===== src/rtl/spi_fifo_pkg.sv =====
package spi_fifo_pkg;
  localparam int unsigned AW = 8;
  localparam logic [AW-1:0] OFS_STAT = 8'h0C;
  localparam logic [AW-1:0] OFS_IE   = 8'h10;
  localparam logic [AW-1:0] OFS_THR  = 8'h14;
  localparam logic [AW-1:0] OFS_WCNT = 8'h18;
  localparam logic [AW-1:0] OFS_TXD  = 8'h1C;
  localparam logic [AW-1:0] OFS_RXD  = 8'h20;
  localparam int unsigned NSTAT = 6;
  localparam int unsigned NIE   = 5;
  localparam int unsigned S_PEND = 0;
  localparam int unsigned S_DONE = 1;
  localparam int unsigned S_TXTH = 2;
  localparam int unsigned S_RXTH = 3;
  localparam int unsigned S_TXUF = 4;
  localparam int unsigned S_RXOF = 5;
endpackage


===== src/rtl/spi_word_fifo.sv =====
module spi_word_fifo #(
  parameter int unsigned W     = 32,
  parameter int unsigned DEPTH = 8,
  localparam int unsigned CW   = $clog2(DEPTH + 1),
  localparam int unsigned PW   = (DEPTH > 1) ? $clog2(DEPTH) : 1
) (
  input  logic          clk_i,
  input  logic          rst_ni,
  input  logic          push_i,
  input  logic [W-1:0]  data_i,
  input  logic          pop_i,
  output logic [W-1:0]  data_o,
  output logic [CW-1:0] count_o,
  output logic          full_o,
  output logic          empty_o
);
  logic [W-1:0]  mem_q [DEPTH];
  logic [PW-1:0] wr_q, rd_q;
  logic [CW-1:0] cnt_q;
  logic          push_ok, pop_ok;

  assign full_o  = (cnt_q == CW'(DEPTH));
  assign empty_o = (cnt_q == '0);
  assign push_ok = push_i & ~full_o;
  assign pop_ok  = pop_i & ~empty_o;
  assign data_o  = empty_o ? '0 : mem_q[rd_q];
  assign count_o = cnt_q;

  function automatic logic [PW-1:0] nxt(input logic [PW-1:0] p);
    return (p == PW'(DEPTH - 1)) ? '0 : p + 1'b1;
  endfunction

  always_ff @(posedge clk_i) begin
    if (push_ok) mem_q[wr_q] <= data_i;
  end

  always_ff @(posedge clk_i or negedge rst_ni) begin
    if (!rst_ni) begin
      wr_q  <= '0;
      rd_q  <= '0;
      cnt_q <= '0;
    end else begin
      if (push_ok) wr_q <= nxt(wr_q);
      if (pop_ok)  rd_q <= nxt(rd_q);
      cnt_q <= cnt_q + CW'(push_ok) - CW'(pop_ok);
    end
  end

  p_cnt_bound_r4: assert property (@(posedge clk_i) disable iff (!rst_ni)
    cnt_q <= CW'(DEPTH));
  // a push into a full FIFO without a pop leaves occupancy alone
  p_full_drop_r6: assert property (@(posedge clk_i) disable iff (!rst_ni)
    (push_i && full_o && !pop_i) |=> $stable(cnt_q));
endmodule


===== src/rtl/spi_fifo_status.sv =====
module spi_fifo_status
  import spi_fifo_pkg::*;
#(
  parameter int unsigned CW = 4
) (
  input  logic            clk_i,
  input  logic            rst_ni,
  input  logic            clr_we_i,
  input  logic [NSTAT-1:0] clr_i,
  input  logic            ie_we_i,
  input  logic [NIE-1:0]  ie_i,
  input  logic            thr_we_i,
  input  logic [2*CW-1:0] thr_i,
  input  logic            pend_i,
  input  logic            done_i,
  input  logic            tx_uf_i,
  input  logic            rx_of_i,
  input  logic [CW-1:0]   tx_cnt_i,
  input  logic [CW-1:0]   rx_cnt_i,
  output logic [NSTAT-1:0] stat_o,
  output logic [NIE-1:0]  ie_o,
  output logic [2*CW-1:0] thr_o,
  output logic            irq_o
);
  logic [NSTAT-1:0] stat_q, set_v, clr_v;
  logic [NIE-1:0]   ie_q;
  logic [2*CW-1:0]  thr_q;
  logic [CW-1:0]    tx_lvl, rx_lvl;

  assign tx_lvl = thr_q[CW-1:0];
  assign rx_lvl = thr_q[2*CW-1:CW];

  always_comb begin
    set_v         = '0;
    set_v[S_PEND] = pend_i;
    set_v[S_DONE] = done_i;
    set_v[S_TXTH] = (tx_cnt_i <= tx_lvl);
    set_v[S_RXTH] = (rx_cnt_i >= rx_lvl);
    set_v[S_TXUF] = tx_uf_i;
    set_v[S_RXOF] = rx_of_i;
    clr_v         = clr_we_i ? clr_i : '0;
  end

  always_ff @(posedge clk_i or negedge rst_ni) begin
    if (!rst_ni) begin
      stat_q <= '0;
      ie_q   <= '0;
      thr_q  <= '0;
    end else begin
      stat_q <= (stat_q & ~clr_v) | set_v;  // set wins over clear
      if (ie_we_i)  ie_q  <= ie_i;
      if (thr_we_i) thr_q <= thr_i;
    end
  end

  // enable bit k guards status bit k+1
  assign irq_o  = |(stat_q[NSTAT-1:1] & ie_q);
  assign stat_o = stat_q;
  assign ie_o   = ie_q;
  assign thr_o  = thr_q;

  p_done_set_r1: assert property (@(posedge clk_i) disable iff (!rst_ni)
    done_i |=> stat_q[S_DONE]);
  p_w1c_r2: assert property (@(posedge clk_i) disable iff (!rst_ni)
    (clr_we_i && clr_i[S_PEND] && !pend_i) |=> !stat_q[S_PEND]);
  p_sticky_r2: assert property (@(posedge clk_i) disable iff (!rst_ni)
    (stat_q[S_TXUF] && !(clr_we_i && clr_i[S_TXUF])) |=> stat_q[S_TXUF]);
  p_irq_src_r10: assert property (@(posedge clk_i) disable iff (!rst_ni)
    irq_o |-> (stat_q[NSTAT-1:1] != '0) && (ie_q != '0));
endmodule


===== src/rtl/spi_fifo_stat_unit.sv =====
module spi_fifo_stat_unit
  import spi_fifo_pkg::*;
#(
  parameter int unsigned DW    = 32,
  parameter int unsigned DEPTH = 8,
  localparam int unsigned CW   = $clog2(DEPTH + 1)
) (
  input  logic          clk_i,
  input  logic          rst_ni,
  input  logic          reg_we_i,
  input  logic          reg_re_i,
  input  logic [AW-1:0] reg_addr_i,
  input  logic [31:0]   reg_wdata_i,
  output logic [31:0]   reg_rdata_o,
  input  logic          eng_pend_i,
  input  logic          eng_done_i,
  input  logic          eng_tx_pop_i,
  output logic [DW-1:0] eng_tx_data_o,
  output logic          eng_tx_valid_o,
  input  logic          eng_rx_push_i,
  input  logic [DW-1:0] eng_rx_data_i,
  output logic          irq_o
);
  logic [CW-1:0]    tx_cnt, rx_cnt;
  logic             tx_full, tx_empty, rx_full, rx_empty;
  logic [DW-1:0]    rx_head;
  logic [NSTAT-1:0] stat;
  logic [NIE-1:0]   ie;
  logic [2*CW-1:0]  thr;
  logic             wr_txd, rd_rxd, wr_stat, wr_ie, wr_thr;

  assign wr_txd  = reg_we_i && (reg_addr_i == OFS_TXD);
  assign wr_stat = reg_we_i && (reg_addr_i == OFS_STAT);
  assign wr_ie   = reg_we_i && (reg_addr_i == OFS_IE);
  assign wr_thr  = reg_we_i && (reg_addr_i == OFS_THR);
  assign rd_rxd  = reg_re_i && (reg_addr_i == OFS_RXD);

  spi_word_fifo #(.W(DW), .DEPTH(DEPTH)) u_tx_fifo (
    .clk_i, .rst_ni,
    .push_i(wr_txd), .data_i(reg_wdata_i[DW-1:0]),
    .pop_i(eng_tx_pop_i), .data_o(eng_tx_data_o),
    .count_o(tx_cnt), .full_o(tx_full), .empty_o(tx_empty)
  );

  spi_word_fifo #(.W(DW), .DEPTH(DEPTH)) u_rx_fifo (
    .clk_i, .rst_ni,
    .push_i(eng_rx_push_i), .data_i(eng_rx_data_i),
    .pop_i(rd_rxd), .data_o(rx_head),
    .count_o(rx_cnt), .full_o(rx_full), .empty_o(rx_empty)
  );

  spi_fifo_status #(.CW(CW)) u_status (
    .clk_i, .rst_ni,
    .clr_we_i(wr_stat), .clr_i(reg_wdata_i[NSTAT-1:0]),
    .ie_we_i(wr_ie), .ie_i(reg_wdata_i[NIE-1:0]),
    .thr_we_i(wr_thr), .thr_i(reg_wdata_i[2*CW-1:0]),
    .pend_i(eng_pend_i), .done_i(eng_done_i),
    .tx_uf_i(eng_tx_pop_i & tx_empty), .rx_of_i(eng_rx_push_i & rx_full),
    .tx_cnt_i(tx_cnt), .rx_cnt_i(rx_cnt),
    .stat_o(stat), .ie_o(ie), .thr_o(thr), .irq_o(irq_o)
  );

  assign eng_tx_valid_o = ~tx_empty;

  always_comb begin
    case (reg_addr_i)
      OFS_STAT: reg_rdata_o = 32'(stat);
      OFS_IE:   reg_rdata_o = 32'(ie);
      OFS_THR:  reg_rdata_o = 32'(thr);
      OFS_WCNT: reg_rdata_o = 32'({tx_cnt, rx_cnt});
      OFS_RXD:  reg_rdata_o = 32'(rx_head);
      default:  reg_rdata_o = '0;
    endcase
  end

  p_rx_of_r7: assert property (@(posedge clk_i) disable iff (!rst_ni)
    (eng_rx_push_i && rx_full) |=> stat[S_RXOF]);
  p_tx_uf_r8: assert property (@(posedge clk_i) disable iff (!rst_ni)
    (eng_tx_pop_i && !eng_tx_valid_o) |=> stat[S_TXUF]);
  p_rx_empty_zero_r7: assert property (@(posedge clk_i) disable iff (!rst_ni)
    (reg_addr_i == OFS_RXD && rx_cnt == '0) |-> reg_rdata_o == '0);
endmodule


===== config.mk =====
export PLATFORM = sky130hd
export DESIGN_NAME = spi_fifo_stat_unit
export DESIGN_NICKNAME = d
export VERILOG_FILES = /design/src/rtl/spi_fifo_pkg.sv /design/src/rtl/spi_word_fifo.sv /design/src/rtl/spi_fifo_status.sv /design/src/rtl/spi_fifo_stat_unit.sv
export SDC_FILE = /design/constraint.sdc
export NUM_CORES = 1
export LEC_CHECK = 0
export ABC_AREA = 0
export BUFFER_PORTS_ARGS = -buffer_cell sky130_fd_sc_hd__buf_4
export CAP_MARGIN = 20
export CELL_PAD_IN_SITES_DETAIL_PLACEMENT = 0
export CELL_PAD_IN_SITES_GLOBAL_PLACEMENT = 1
export CORE_MARGIN = 2
export CORE_UTILIZATION = 53
export CTS_CLUSTER_DIAMETER = 60
export DETAILED_ROUTE_END_ITERATION = 8
export PLACE_DENSITY = 0.83
export SLEW_MARGIN = 20
export SYNTH_ARGS = -nofsm -noshare
export SYNTH_HDL_FRONTEND = slang
export SYNTH_SLANG_ARGS = --single-unit

===== constraint.sdc =====
create_clock -name clk_i -period 5.1 [get_ports clk_i]
set_clock_uncertainty 0.2 [all_clocks]
set_input_delay 0 -clock clk_i [delete_from_list [all_inputs] [get_ports clk_i]]
set_output_delay 0 -clock clk_i [all_outputs]
set_load 0.05 [all_outputs]

== Word-level counts from Yosys, hierarchy flattened ==
Memory sizes are Yosys's and may differ from the RTL's.
Index checks and enable logic that the tools add are counted.

* Register bits after elaboration: 39
* RAM bits: 512
* Bits of input ports: 80
* Output and inout bits: 66
* Word-level logic and storage cells: 67
* Memories kept: 2

* Add/subtract/negate cells: 8
* Magnitude comparators: 2
* Eq/ne operators: 12
* Multiplexer cells: 12
* Bitwise logic cells: 14
* Reductions and logical operators: 8

{| class="wikitable"
|+ Memory list
! name !! words !! width !! rd ports !! clocked after memory_dff !! write ports !! RTL line !! source
|-
| u_rx_fifo.mem_q || 8 || 32 || 1 || 0 || 1 || spi_word_fifo.sv:17 || <nowiki>logic [W-1:0] mem_q [DEPTH];</nowiki>
|-
| u_tx_fifo.mem_q || 8 || 32 || 1 || 0 || 1 || spi_word_fifo.sv:17 ||
|}

{| class="wikitable"
|+ Operators by type and width
! cell !! count
|-
| $pmux W32 S5 || 1
|-
| $mux W32 || 2
|-
| $eq A8 B5 Y1 const B || 4
|-
| $add A3 B1 Y3 const B || 4
|-
| $eq A3 B3 Y1 const B || 4
|-
| $mux W3 || 4
|-
| $add A4 B1 Y4 || 2
|-
| $eq A4 B4 Y1 const B || 2
|-
| $eq A8 B4 Y1 const B || 1
|-
| $eq A8 B6 Y1 const B || 1
|-
| $logic_not A4 Y1 || 2
|-
| $sub A4 B1 Y4 || 2
|-
| $and A1 B1 Y1 || 6
|-
| $and A6 B6 Y6 || 1
|-
| $mux W6 || 1
|-
| $not A6 Y6 || 1
|-
| $or A6 B6 Y6 || 1
|-
| $and A5 B5 Y5 || 1
|-
| $logic_and A1 B1 Y1 || 5
|-
| $reduce_or A5 Y1 || 1
|-
| $ge A4 B4 Y1 || 1
|-
| $le A4 B4 Y1 || 1
|-
| $mux W1 || 4
|-
| $not A1 Y1 || 4
|}

== Depth between registers and ports, before layout ==
* Depth after elaboration: 6
* Gate-level depth with buffers: 12
* Mapped depth without buffers: 11

== Cells and area by module ==
Synthesis repeated with hierarchy kept, for this count alone.

* Cell total of the unflattened synthesis: 1032
* Area total of the unflattened synthesis: 21858.5 µm²

{| class="wikitable"
|+ By module, submodules not included
! module !! instances !! cells each !! area each (µm²) !! seq. area each (µm²)
|-
| spi_word_fifo || 2 || 434 || 10192.3 || 7937.6
|-
| spi_fifo_status || 1 || 78 || 884.6 || 475.5
|-
| spi_fifo_stat_unit || 1 || 86 || 589.3 || 0.0
|}

== Worst setup path before layout ==
Ideal clock, no wire load.

* Path kind: reg-to-reg
* Start: reg u_rx_fifo.cnt_q[2], in the netlist u_rx_fifo.count_o[2]
* End: mem u_rx_fifo.mem_q[0][0], enable pin
* Library setup time: 0.501 ns
* Arrival time: 3.844 ns
* Required time: 4.399 ns
* Slack: 0.555 ns
* Cell stages (with the launch flop): 6
* Buffers on the path: 0
* Period minus slack after synthesis: 4.545 ns
* Path through: dfrtp_1 > inv_1 > ha_1 > nand2_1 > nand2_1 > nor4_1

* Longest elaborated chain between the ends: 5

{| class="wikitable"
|+ Ends and longest elaborated chain
! what !! RTL line !! source
|-
| start, declared || spi_word_fifo.sv:19 || <nowiki>logic [CW-1:0] cnt_q;</nowiki>
|-
| start signal, assigned || spi_word_fifo.sv:45 || <nowiki>cnt_q <= cnt_q + CW'(push_ok) - CW'(pop_ok);</nowiki>
|-
| $eq A4 B4 Y1 || spi_word_fifo.sv:22 || <nowiki>assign full_o = (cnt_q == CW'(DEPTH));</nowiki>
|-
| $not A1 Y1 || spi_word_fifo.sv:24 || <nowiki>assign push_ok = push_i & ~full_o;</nowiki>
|-
| $and A1 B1 Y1 || spi_word_fifo.sv:24 ||
|-
| $mux W1 || spi_word_fifo.sv:34 || <nowiki>if (push_ok) mem_q[wr_q] <= data_i;</nowiki>
|-
| $mux W1 (implied by the code) || spi_word_fifo.sv:34 ||
|-
| end, declared || spi_word_fifo.sv:17 ||
|}

Every way passes these cells.

== Final worst setup path ==
* Start: reg u_rx_fifo.rd_q[0]
* End: out reg_rdata_o[10]

* Longest elaborated chain between the ends: 3

{| class="wikitable"
|+ Ends and longest elaborated chain
! what !! RTL line !! source
|-
| start, declared || spi_word_fifo.sv:18 || <nowiki>logic [PW-1:0] wr_q, rd_q;</nowiki>
|-
| start signal, assigned || spi_word_fifo.sv:44 || <nowiki>if (pop_ok) rd_q <= nxt(rd_q);</nowiki>
|-
| $mem_v2 Z8 W32 || n/a ||
|-
| $mux W32 || spi_word_fifo.sv:26 || <nowiki>assign data_o = empty_o ? '0 : mem_q[rd_q];</nowiki>
|-
| $pmux W32 S5 || spi_fifo_stat_unit.sv:66 || <nowiki>case (reg_addr_i)</nowiki>
|-
| end, declared || spi_fifo_stat_unit.sv:14 || <nowiki>output logic [31:0] reg_rdata_o,</nowiki>
|}

Every way passes these cells.

==> metrics.cfg <==
[run_status]
status=complete, no violations

[clocking]
hold_buffers=123
cts_buffers=53
worstSkewPairLatency_ns=0.58
cts_sinks=551
cts_tree=yes
postCtsSetupRepairBufs=0
cts-root-buf=clkbuf_16
postCtsResizedCells=0
htree_levels=2
clk_pin_slew_ns=0.06
cts_buffer_depth=3

[floorplanning]
ioPinCount=146
rows=74
start_util_pct=53.5
die-area_sq_mm=0.0428
die_w_um=207
core_sq_mm=0.0407
chipHeight_um=207

[grt]
overflow=0
track_usage_pct=20.9
grt_pass1_vias=11462
antenna_found_initial=2
grt_max_degree=51
grt_first_pass_wirelength_um=66300

[yosys]
synth.area.mux_share_pct=17.2
ys_ff_latch=551
synth_adder_area_share_pct=1.79
ys_seq_area_share_pct=75.0
synth_top_area_share_pct=70.5
synthSimpleGateAreaFrac_pct=2.99
syn_area_sq_mm=0.0218
yosys_warnings=0
syn_inst=1037
yosys-top-cells-area=edfxtp_1, mux4_2, dfrtp_1
synth_xor_area_share_pct=0.161
synth_compound_area_share_pct=1.38
yosysTopAreaCell=edfxtp_1
synth_top_family_by_area=multiplexers
synth_edf_count=512
ys_types=42
synth_nets=1147
avgSynthCellArea_sq_um=21.0
ys_async_sr_fraction_pct=7.08
ys.flop_type=edfxtp_1

[timing]
slew_headroom_pct=28.3
finalCriticalPeriod_ns=3.45
final-hold-violation-count=0
drv_slew=0
hold_ws_ns=0.0195
rsz0062_at_grt=false
finalSetupViolations=0
timing.final.crit_share_pct=67.6
tightest_slew_ns=1.08
fin_tns_setup_ns=0
timing.fmax_mhz=290

[finish]
final_cell_mix=edfxtp_1, buf_4, mux4_2, dlygate4sd3_1, mux2i_1
fin_nets=1447
nFillCells=2624
areaGrowthSynthToFinish_pct=22.1
multi_input_area_sq_mm=0.00525
drive_above_1_share_pct=30.9
layout_commonest_cell=edfxtp_1
regArea_sq_mm=0.0164

[worst_setup_path]
worstSetupEndpointType=primary output
crit_top_cell=buf_4
timing.critical_path.buf_inv=2
critical_path.cell_chain=buf_4 > mux4_2 > mux2i_1 > nor2_1 > buf_4
critPathSlowestCell=dfrtp_4
required_ns=4.90
worstSetupPathType=flip-flop to primary output
crit_family=flip-flops
crit_path_max_incr_delay_ns=0.96
critPathArrivalTime_ns=3.25
worstSetupStartpointType=flip-flop
cp_max_fo=42

[job]
drv_cap=0

[detailed_routing]
vias=10896
first_pass_iters=5
ant_nets=0
via_per_inst=5.71
wl_um=43600
drcViolationCount=0
wl_per_cell_um=22.9
dr.first_iter.drc_count=813

[power_and_ir_drop]
power_density_mw_per_mm2=476
p_leak_nw=9.09
ir_worst_vdd_mv=0.335

[placed_design]
place.gp.congestion=0.809
dp_hpwl_um=24600
port_buffers=145

[hold_path]
worstHoldPathType=input port to flip-flop

[final timing paths]
path | cells past startpoint | slack, ns | endpoint | from
worst max-delay path | 5 | 1.65 | reg_rdata_o[10] | u_rx_fifo.rd_q[0]
worst min-delay path | 2 | 0.02 | u_tx_fifo.mem_q[4][19] | reg_wdata_i[19]
worst max register to register | 11 | 2.04 | u_tx_fifo.count_o[2] | u_tx_fifo.count_o[2]
worst min register to register | 1 | 0.34 | u_status.thr_o[5] | u_status.thr_o[5]
max in group asynchronous | 4 | 4.20 | u_rx_fifo.rd_q[0] | rst_ni
min in group asynchronous | 4 | 0.25 | u_status.ie_o[2] | rst_ni
[per-stage QoR]
step | worst slack [ns] | std cells | util, % | total power (W) | instance area, sq um
floorplan | 0.555 | 1037 | - | 0.00792 | 21800
global placement | 2.14 | 1687 | 57.9 | 0.00882 | 23600
detailed placement | 2.07 | 1688 | 58.0 | 0.00889 | 23600
CTS | 1.53 | 1904 | 65.2 | 0.0128 | 26600
global route | 1.40 | 1908 | 65.4 | 0.0132 | 26600
finish | 1.65 | 1908 | 65.4 | 0.0127 | 26600
[sequential cells by signal (all words and copies together) (netlist names)]
name / cells
u_tx_fifo.count_o: 4
u_rx_fifo.count_o: 4
u_rx_fifo.wr_q: 3
u_rx_fifo.rd_q: 3
u_tx_fifo.mem_q: 256
u_status.ie_o: 5
u_tx_fifo.rd_q: 3
u_status.thr_o: 8
u_tx_fifo.wr_q: 3
u_status.stat_o: 6
u_rx_fifo.mem_q: 256
[metal layers]
layer  track usage [%]  part of all wire (%)
met1              26.8                    39
met4              7.27                   2.6
met2              36.1                    52
met3              3.83                   5.6
met5                 0                 0.030
[cell families after synthesis]
logic type                 after synthesis
DFF                                    551
muxes                                  213
and+or+nand+nor                        129
buffers and inverters                   69
AOI/OAI and AO/OA                       41
adders and majority gates               30
xor gates and xnor gates                 4
[Yosys cell counts, types with 5 or more instances]
library cell	number
mux2i_1	64
nand2_1	21
buf_2	17
ha_1	28
edfxtp_1	512
a22o_1	9
mux4_2	128
o21ai_0	6
nor2_1	72
o21ai_1	7
dfrtp_1	39
a21o_1	5
inv_1	23
buf_4	10
buf_1	6
a222oi_1	6
clkbuf_1	12
nand2b_1	7
nor3_1	7
mux2_2	21
[worst reg2reg max path: cells and delay by family, from the launching register on]
kind	cells	cell delay [ns]
buffers and inverters	4	0.66
AND/OR/NAND/NOR	2	0.46
flip-flops	1	0.41
XOR/XNOR	1	0.15
adder cells (fa/ha/maj)	4	1.07
[area by class of cell]
type	count	share of cell area (%)
flip-flops and latches	551	61.5
multi-input cells	417	19.7
repair buffers	290	9.64
clock buffers	65	5.15
well taps	532	2.50
clock inverters	28	1.20
inverters	24	0.338
diodes	1	0.00940
[where the power goes]
part / switching, W / internal [W]
clock: 0.00159 / 0.00226
sequential: 0.000427 / 0.00534
combinational: 0.00177 / 0.00130
total: 0.00379 / 0.00890
Power figures use the tool's default switching activity.
